===== config.mk =====
export PLATFORM = sky130hd
export DESIGN_NAME = clkmode_seq
export DESIGN_NICKNAME = d
export VERILOG_FILES = /design/src/rtl/cms_pkg.sv /design/src/rtl/cms_downcnt.sv /design/src/rtl/cms_fsm.sv /design/src/rtl/clkmode_seq.sv
export SDC_FILE = /design/constraint.sdc
export NUM_CORES = 1
export LEC_CHECK = 0
export BUFFER_PORTS_ARGS = -buffer_cell sky130_fd_sc_hd__buf_2
export CELL_PAD_IN_SITES_DETAIL_PLACEMENT = 0
export CELL_PAD_IN_SITES_GLOBAL_PLACEMENT = 2
export CORE_ASPECT_RATIO = 2
export CORE_MARGIN = 1.5
export CORE_UTILIZATION = 33
export DETAILED_ROUTE_END_ITERATION = 12
export PLACE_DENSITY_LB_ADDON = 0.25
export RECOVER_POWER = 100
export SKIP_CTS_REPAIR_TIMING = 1
export SLEW_MARGIN = 20
export SYNTH_ARGS = -nofsm -noshare
export SYNTH_HDL_FRONTEND = slang
export SYNTH_SLANG_ARGS = --single-unit

===== constraint.sdc =====
create_clock -name clk -period 2.69 [get_ports clk]
set_input_delay 0 -clock clk [delete_from_list [all_inputs] [get_ports clk]]
set_output_delay 0 -clock clk [all_outputs]
set_load 0.02 [all_outputs]

===== src/rtl/cms_pkg.sv =====
// Shared types and mode codes for the reset and clock mode sequencer.
// Assumes mode pins are already synchronised to the reference clock.
package cms_pkg;
    typedef enum logic [1:0] {
        ST_NORMAL = 2'd0,
        ST_PROG   = 2'd1,
        ST_DRAIN  = 2'd2
    } cms_state_e;

    localparam logic [2:0] MODE_RUN = 3'b000;
    localparam logic [2:0] MODE_PRG = 3'b111;
endpackage


===== src/rtl/cms_downcnt.sv =====
// Down counter with a parameter-picked reset value, a reload input and a
// stall that can hold the count at one. done is high when the count is zero.
// Assumes SPAN >= 1.
module cms_downcnt #(
    parameter int unsigned SPAN       = 8,
    parameter bit          START_FULL = 1'b1
) (
    input  logic clk,
    input  logic rst_n,
    input  logic load,
    input  logic stall,
    output logic done
);
    localparam int CW = $clog2(SPAN + 1);
    localparam logic [CW-1:0] FULL = CW'(SPAN);

    logic [CW-1:0] cnt_q;
    logic [CW-1:0] rst_val;

    generate
        if (START_FULL) begin : g_full
            assign rst_val = FULL;
        end else begin : g_empty
            assign rst_val = '0;
        end
    endgenerate

    // Count down to zero, reload on request, optionally hold at one.
    always_ff @(posedge clk) begin
        if (!rst_n)
            cnt_q <= rst_val;
        else if (load)
            cnt_q <= FULL;
        else if (cnt_q != '0 && !(stall && cnt_q == CW'(1)))
            cnt_q <= cnt_q - CW'(1);
    end

    assign done = (cnt_q == '0);

    p_no_skip_r3: assert property (@(posedge clk) disable iff (!rst_n)
        (!load && $past(!done) && done) |-> $past(cnt_q == CW'(1)));
endmodule


===== src/rtl/cms_fsm.sv =====
// Mode state machine: decodes the mode pins, guards entry with the bypass
// pin, defers an early exit until the settle window ends and keeps the two
// sticky error flags. Assumes settle_done comes from a counter that a ratio
// write reloads.
module cms_fsm
    import cms_pkg::*;
(
    input  logic       clk,
    input  logic       rst_n,
    input  logic [2:0] mode_sel,
    input  logic       pll_bypass,
    input  logic       settle_done,
    output cms_state_e state,
    output logic       go_in,
    output logic       go_out,
    output logic       bad_entry,
    output logic       early_exit
);
    cms_state_e st_q, st_d;
    logic bad_set, early_set;

    // Next state and event decode.
    always_comb begin
        st_d      = st_q;
        go_in     = 1'b0;
        go_out    = 1'b0;
        bad_set   = 1'b0;
        early_set = 1'b0;
        case (st_q)
            ST_NORMAL: begin
                if (mode_sel == MODE_PRG) begin
                    if (pll_bypass) begin
                        st_d  = ST_PROG;
                        go_in = 1'b1;
                    end else begin
                        bad_set = 1'b1;
                    end
                end
            end
            ST_PROG: begin
                if (mode_sel == MODE_RUN) begin
                    if (settle_done) begin
                        st_d   = ST_NORMAL;
                        go_out = 1'b1;
                    end else begin
                        st_d      = ST_DRAIN;
                        early_set = 1'b1;
                    end
                end
            end
            ST_DRAIN: begin
                if (settle_done) begin
                    st_d   = ST_NORMAL;
                    go_out = 1'b1;
                end
            end
            default: st_d = ST_NORMAL;
        endcase
    end

    // State register and sticky flags.
    always_ff @(posedge clk) begin
        if (!rst_n) begin
            st_q       <= ST_NORMAL;
            bad_entry  <= 1'b0;
            early_exit <= 1'b0;
        end else begin
            st_q <= st_d;
            if (bad_set)   bad_entry  <= 1'b1;
            if (early_set) early_exit <= 1'b1;
        end
    end

    assign state = st_q;

    p_exit_settled_r8: assert property (@(posedge clk) disable iff (!rst_n)
        (st_q == ST_NORMAL && $past(st_q) != ST_NORMAL) |-> $past(settle_done));
    p_entry_bypass_r7: assert property (@(posedge clk) disable iff (!rst_n)
        (st_q == ST_PROG && $past(st_q) == ST_NORMAL) |-> $past(pll_bypass));
endmodule


===== src/rtl/clkmode_seq.sv =====
// Reset and clock mode sequencer top. Builds the internal reset pulse, the
// write-window and settle timers, the ratio register, the divide-by-two
// output and the clock select. Assumes all inputs are synchronous to clk,
// which is the reference clock; the clock mux itself is external.
module clkmode_seq
    import cms_pkg::*;
#(
    parameter int unsigned RATIO_W     = 8,
    parameter int unsigned RATIO_DEF   = 22,
    parameter int unsigned INT_RST_CYC = 8,
    parameter int unsigned ACCEPT_CYC  = 22,
    parameter int unsigned SETTLE_CYC  = 20000
) (
    input  logic               clk,
    input  logic               rst_n,
    input  logic [2:0]         mode_sel,
    input  logic               pll_bypass,
    input  logic               pll_lock,
    input  logic               ratio_wr,
    input  logic [RATIO_W-1:0] ratio_wdata,
    output logic               core_rst_n,
    output logic               ref_div2,
    output logic               clk_sel_pll,
    output logic               prog_mode,
    output logic               wr_open,
    output logic [RATIO_W-1:0] ratio,
    output logic               bad_entry,
    output logic               early_exit
);
    localparam logic [RATIO_W-1:0] RATIO_RST = RATIO_W'(RATIO_DEF);

    cms_state_e state;
    logic go_in, go_out, settle_done, wr_take, need_lock;

    cms_fsm u_fsm (
        .clk        (clk),
        .rst_n      (rst_n),
        .mode_sel   (mode_sel),
        .pll_bypass (pll_bypass),
        .settle_done(settle_done),
        .state      (state),
        .go_in      (go_in),
        .go_out     (go_out),
        .bad_entry  (bad_entry),
        .early_exit (early_exit)
    );

    cms_downcnt #(.SPAN(ACCEPT_CYC), .START_FULL(1'b1)) u_accept (
        .clk(clk), .rst_n(rst_n), .load(1'b0), .stall(1'b0), .done(wr_open)
    );

    cms_downcnt #(.SPAN(SETTLE_CYC), .START_FULL(1'b0)) u_settle (
        .clk(clk), .rst_n(rst_n), .load(wr_take), .stall(1'b0), .done(settle_done)
    );

    cms_downcnt #(.SPAN(INT_RST_CYC), .START_FULL(1'b1)) u_pulse (
        .clk(clk), .rst_n(rst_n), .load(go_in | go_out),
        .stall(need_lock & ~pll_lock), .done(core_rst_n)
    );

    assign need_lock = (state == ST_NORMAL);
    assign wr_take   = ratio_wr && wr_open && (state == ST_PROG);
    assign prog_mode = (state != ST_NORMAL);

    // Ratio register: default on external reset only.
    always_ff @(posedge clk) begin
        if (!rst_n)       ratio <= RATIO_RST;
        else if (wr_take) ratio <= ratio_wdata;
    end

    // Divide-by-two phase, cleared by the external reset.
    always_ff @(posedge clk) begin
        if (!rst_n) ref_div2 <= 1'b0;
        else        ref_div2 <= ~ref_div2;
    end

    // Clock select follows the state only while the core is in reset.
    always_ff @(posedge clk) begin
        if (!rst_n)           clk_sel_pll <= 1'b1;
        else if (!core_rst_n) clk_sel_pll <= (state == ST_NORMAL);
    end

    p_sel_in_reset_r10: assert property (@(posedge clk) disable iff (!rst_n)
        (clk_sel_pll != $past(clk_sel_pll)) |-> !$past(core_rst_n));
    p_mode_resets_core_r9: assert property (@(posedge clk) disable iff (!rst_n)
        (prog_mode != $past(prog_mode)) |-> !core_rst_n);
    p_ratio_by_write_r6: assert property (@(posedge clk) disable iff (!rst_n)
        (ratio != $past(ratio)) |-> $past(ratio_wr && prog_mode && wr_open));
    p_lock_before_release_r11: assert property (@(posedge clk) disable iff (!rst_n)
        $rose(core_rst_n) |-> $past(pll_lock || prog_mode));
    p_open_sticky_r5: assert property (@(posedge clk) disable iff (!rst_n)
        wr_open |=> wr_open);
endmodule


# After elaboration in Yosys (flattened, before gate mapping)
# Index checks and enable logic that the tools add are counted.
totals:
  ff_bits: 38
  input_bits: 16
  output_inout_bits: 15
classes:
  reduce_logical: 18
  bitwise: 5
  eq_ne: 8
  mux: 20
  addsub: 3
ops:
  columns: ["operator", "n"]
  rows:
  - ["$mux 15", 2]
  - ["$logic_not 15->1", 1]
  - ["$reduce_bool 15->1", 1]
  - ["$sub 15x1->15 const B", 1]
  - ["$mux 1", 11]
  - ["$mux 2", 5]
  - ["$pmux 2 s3", 1]
  - ["$logic_not 5->1", 1]
  - ["$reduce_bool 5->1", 1]
  - ["$sub 5x1->5 const B", 1]
  - ["$eq 4x1->1 const B", 1]
  - ["$logic_and 1x1->1", 4]
  - ["$logic_not 4->1", 1]
  - ["$ne 2x1->1 const B", 2]
  - ["$ne 2x2->1 const B", 2]
  - ["$reduce_and 4->1", 1]
  - ["$reduce_bool 2->1", 2]
  - ["$reduce_bool 4->1", 1]
  - ["$reduce_or 2->1", 2]
  - ["$sub 4x1->4 const B", 1]
  - ["$eq 3x3->1 const B", 1]
  - ["$logic_not 3->1", 1]
  - ["$not 1->1", 3]
  - ["$eq 2x1->1 const B", 1]
  - ["other kinds (6)", 6]

# Longest topological paths before layout
logic_depth:
  word_depth: 6
  depth_mapped: 9

# Hierarchy
# A second synthesis with hierarchy kept.
unflattened:
  cells_unflattened: 230
  area_unflattened_um2: 2018.2
modules_own_cells:
  columns: ["module", "instances", "cells_per_inst", "seq_area_each_um2", "area_each_um2"]
  rows:
  - ["cms_downcnt (u_settle)", 1, 98, 300.3, 833.3]
  - ["clkmode_seq", 1, 45, 200.2, 426.7]
  - ["cms_downcnt (u_accept)", 1, 35, 100.1, 280.3]
  - ["cms_fsm", 1, 28, 80.1, 264.0]
  - ["cms_downcnt (u_pulse)", 1, 24, 80.1, 214.0]

# Worst setup path before layout
# No wires, ideal clock.
synth_path:
  kind: "register -> register"
  start: "register u_accept.cnt_q[0]"
  end: "register ratio[1]"
  period_less_slack_ns: 2.130
  n_path_buf: 2
  path_slack_ns: 0.560
  required_time_ns: 2.552
  path_stages_with_launch: 10
  arrival_time_ns: 1.992
  cell_sequence: "dfxtp_1 -> inv_1 -> ha_1 -> or4b_2 -> clkbuf_1 -> inv_1 -> nand3_1 -> clkbuf_1 -> nand2_1 -> nand3_1"
synth_via:
  elab_chain_cells: 3
synth_rtl:
  columns: ["element", "line", "source"]
  rows:
  - ["from (decl)", "cms_downcnt.sv:17", "logic [CW-1:0] cnt_q;"]
  - ["from (signal assigned)", "cms_downcnt.sv:31", "cnt_q <= rst_val;"]
  - ["from (signal assigned)", "cms_downcnt.sv:35", "cnt_q <= cnt_q - CW'(1);"]
  - ["$logic_not 5->1", "cms_downcnt.sv:38", "assign done = (cnt_q == '0);"]
  - ["named net wr_open", "clkmode_seq.sv:25", "output logic wr_open,"]
  - ["$logic_and 1x1->1 (2 in series)", "clkmode_seq.sv:62", "assign wr_take = ratio_wr && wr_open && (state == ST_PROG);"]
  - ["to (signal assigned)", "clkmode_seq.sv:68", "else if (wr_take) ratio <= ratio_wdata;"]
  - ["to (decl)", "clkmode_seq.sv:26", "output logic [RATIO_W-1:0] ratio,"]
# The timed path passes the listed nets, and every way through them passes these cells.
# A chain may end at the register's enable or synchronous reset.

# Worst setup path after layout
layout_path:
  start: "register u_settle.cnt_q[0]"
  end: "register u_pulse.cnt_q[0]"
layout_via:
  elab_chain_cells: 6
layout_rtl:
  columns: ["element", "line", "source"]
  rows:
  - ["from (decl)", "cms_downcnt.sv:17", null]
  - ["from (signal assigned)", "cms_downcnt.sv:31", null]
  - ["from (signal assigned)", "cms_downcnt.sv:35", null]
  - ["$logic_not 15->1 (*)", "cms_downcnt.sv:38", null]
  - ["$mux 1 (*)", "cms_fsm.sv:42, cms_fsm.sv:52", null]
  - ["$mux 1", "cms_fsm.sv:41", "if (mode_sel == MODE_RUN) begin"]
  - ["$pmux 1 s2 (*)", "cms_fsm.sv:29", "case (st_q)"]
  - ["$or 1x1->1 (*)", "clkmode_seq.sv:57", ".clk(clk), .rst_n(rst_n), .load(go_in | go_out),"]
  - ["$reduce_or 2->1 (no line) (*)", null, null]
  - ["to (signal assigned)", "cms_downcnt.sv:31", null]
  - ["to (signal assigned)", "cms_downcnt.sv:35", null]
  - ["to (decl)", "cms_downcnt.sv:17", null]
# Every way passes the cells marked *; elsewhere a longest branch is shown, timed or not.

==> metrics.md <==
| Metric | Value |
|---|---|
| Unrepaired setup endpoints after global routing | no |
| Ant. Diodes | 0 |
| Crit path from | u_settle.cnt_q[0]$_SDFFE_PP0P_ |
| Status | completed |
| Vias in the first global route | 1613 |
| Worst path slowest cell | or4_4 |
| CP Cell Sequence | inv_1 > ha_1 > or3b_2 > or4_4 > o221ai_1 > nor2_1 |
| Area leader, netlist | dfxtp_1 |
| Pre-Repair DR Iteration Count | 4 |
| Worst vdd ir | 0.498 mV |
| Distinct cells, synth | 48 |
| Slew Viols, Final | 0 |
| Num CTS Buffers | 5 |
| PD cells | 1050 nW/um^2 |
| Final setup violation count | 0 |
| Cell count after synthesis | 212 |
| DP Area | 2030 sq um |
| Cell family with most CP delay | simple AND/OR/NAND/NOR gates |
| IO Pins | 31 |
| Worst r2r src | u_settle.cnt_q[0]$_SDFFE_PP0P_ |
| Most common cell after layout, fill and taps aside | dfxtp_1 |
| Clock skew | 0.00473 ns |
| Crit path buf inv count | 1 |
| Vias | 1654 |
| Synth Net Count | 236 |
| DP Wirelength | 3480 um |
| Yosys top cell area share | 41.9% |
| CP Capture Type | flip-flop |
| Wire length per cell | 15.0 um |
| Levels on crit path | 6 |
| Max-cap violations | 0 |
| Critical path's largest stage delay | 0.68 ns |
| Die area | 5990 sq um |
| Synth async-reset ratio | 0% |
| Clock Pin Slew Worst Setup and Hold Paths | 0.07 ns |
| Mean Syn Cell Area | 8.57 sq um |
| Setup_tns | 0 ns |
| Routed vias/inst | 5.27 |
| Number of synthesized flops with an enable pin | 0 |
| Post-route clock period utilization | 86.9% |
| DRT antenna net count | 0 |
| Most used DFF post-synth | dfxtp_1 |
| Layout Nets | 278 |
| Initial antenna violation count | 0 |
| CTS tree | done |
| Clock tree buffer depth | 2 |
| Achievable frequency | 0.428 GHz |
| Design Area, Final | 2150 sq um |
| Type of the worst min-delay path | in2reg |
| Share of cells above drive strength 1 | 11.8% |
| Site row count | 38 |
| Main area contributors after synthesis | dfxtp_1 42%, ha_1 5.5%, nand2_1 5.4%, a21oi_1 4.1%, nor2_1 3.9% |
| Number of port buffers | 30 |
| Most frequent cells in the layout | 38 x dfxtp_1, 26 x nand2_1, 20 x clkbuf_1, 19 x nor2_1, 15 x a21oi_1 |
| CTS Root Cell | clkbuf_8 |
| Final hold slack | 0.0106 ns |
| Reg2reg setup slack | 0.35 ns |
| Core Footprint | 5370 sq um |
| Post-Syn Area | 1820 sq um |
| Actual slew at the worst max-slew pin | 0.695 ns |
| Hold Vio Cnt, Final | 0 |
| Clock Sinks | 38 |
| Minimum clock period | 2.34 ns |
| First-pass GRT wire length | 7470 um |
| Critical path type | reg2reg |
| Worst EP arrival | 2.50 ns |
| Area Overhead vs Synth | 18.1% |
| Post-Route WL | 4710 um |
| FF+latch count, synth | 38 |
| R2R depth | 6 |
| Power Total | 0.00226 W |
| CP Max Fanout | 15 |
| Final Util | 39.9% |
| Initial DRC count | 31 |
| Level count of the clock H-tree | 2 |
| R2r endpoint | u_pulse.cnt_q[0]$_SDFFE_PP0P_ |
| GPL Wtd Cong | 0.746 |
| Largest net degree at the start of global routing | 18 |
| Global route overflow | 0 |
| DIE HEIGHT | 108 um |
| Post-synthesis sequential area ratio | 41.9% |
| CP endpoint | u_pulse.cnt_q[0]$_SDFFE_PP0P_ |
| # DRC | 0 |
| DIE WIDTH | 55.5 um |
| Initial Utilization | 33.8% |
| Lkg Pwr | 0.851 nW |
| Req. time, crit path | 2.85 ns |
| Setup crit start kind | flip-flop |
| Yosys warns | 0 |
| Tot GR Track Use | 15.9% |
| Clk_lat worst skew | 0.29 ns |
| Layout fillers | 608 |
| Slew HR | 53.2% |
[area by class of cell]
cell class | count | area (sq um) | share of cell area [%]
multi-input cells | 152 | 945 | 44.0
flip-flops and latches | 38 | 761 | 35.5
repair buffers | 42 | 233 | 10.8
clock buffers | 7 | 76.3 | 3.56
well taps | 60 | 75.1 | 3.50
inverters | 15 | 56.3 | 2.62
[synthesized netlist by cell type (2+ instances only)]
cell type,instances
nand2_1,26
nor3_1,9
a31o_1,2
a211o_1,2
or3_1,7
inv_1,14
nand3_1,8
nor2_1,19
nand4_1,3
nor4b_1,2
or4_4,2
a31oi_1,4
clkbuf_1,4
nor4_1,2
nor3b_1,3
nand2b_1,2
o21ai_0,6
dfxtp_1,38
a21oi_1,15
buf_6,2
ha_1,8
nand3b_1,2
or4_1,3
xnor2_1,5
[worst min-delay path: stages]
cell and delay [ns]:
buf_2 0.09, nor3_1 0.05, nor2_1 0.08, nor2_1 0.04
[power breakdown]
part	internal, W	switching [W]	total [W]	leakage [nW]
sequential	0.000703	0.000146	0.000849	0.311
combinational	0.000434	0.000604	0.00104	0.501
clock	0.000179	0.000192	0.000370	0.0383
[metrics by stage]
stage          setup WS, ns  cells
2_1_floorplan         0.560    212
3_3_place_gp          0.492    299
3_5_place_dp          0.452    299
4_1_cts               0.416    306
5_1_grt               0.171    314
6_report              0.353    314
[how the worst min path moves through the flow]
stage / from / to / slack, ns / cells after the start
finish: pll_bypass / u_fsm.bad_entry$_SDFFE_PN0P_ / 0.01 / 4
global route: pll_bypass / u_fsm.bad_entry$_SDFFE_PN0P_ / 0.07 / 4
CTS: ratio_wdata[2] / ratio[2]$_SDFFE_PN1P_ / -0.08 / 3
detailed placement: ratio_wdata[2] / ratio[2]$_SDFFE_PN1P_ / 0.22 / 3
global placement: ratio_wdata[2] / ratio[2]$_SDFFE_PN1P_ / 0.22 / 3
floorplan: ratio_wdata[1] / ratio[1]$_SDFFE_PN1P_ / 0.12 / 2
[logic make-up (layout without fill, tap and decap cells)]
logic type / count (synthesis) / count (layout) / synth area share (%)
and+or+nand+nor: 94 / 94 / 27.3
AOI/OAI and AO/OA: 43 / 43 / 16.4
DFF: 38 / 38 / 41.9
buffers and inverters: 22 / 64 / 5.44
adders and majority gates: 8 / 8 / 5.51
xor gates and xnor gates: 6 / 6 / 2.89
muxes: 1 / 1 / 0.551
[flip-flops by register name, summed over array words and instances (netlist names)]
name / flops
u_accept.cnt_q: 5
u_fsm.early_exit: 1
u_pulse.cnt_q: 4
clk_sel_pll: 1
ratio: 8
u_fsm.state: 2
ref_div2: 1
u_settle.cnt_q: 15
u_fsm.bad_entry: 1
[metal layers]
metal | wire length (um) | vias to the layer above | global-route usage (%)
met2 | 2670 | 23 | 30.5
met4 | 143 | 0 | 7.67
met3 | 97 | 9 | 2.63
met1 | 1800 | 783 | 16.1
li1 | - | 839 | -
met5 | 0 | - | 0
(Power assumes the default switching activity.)
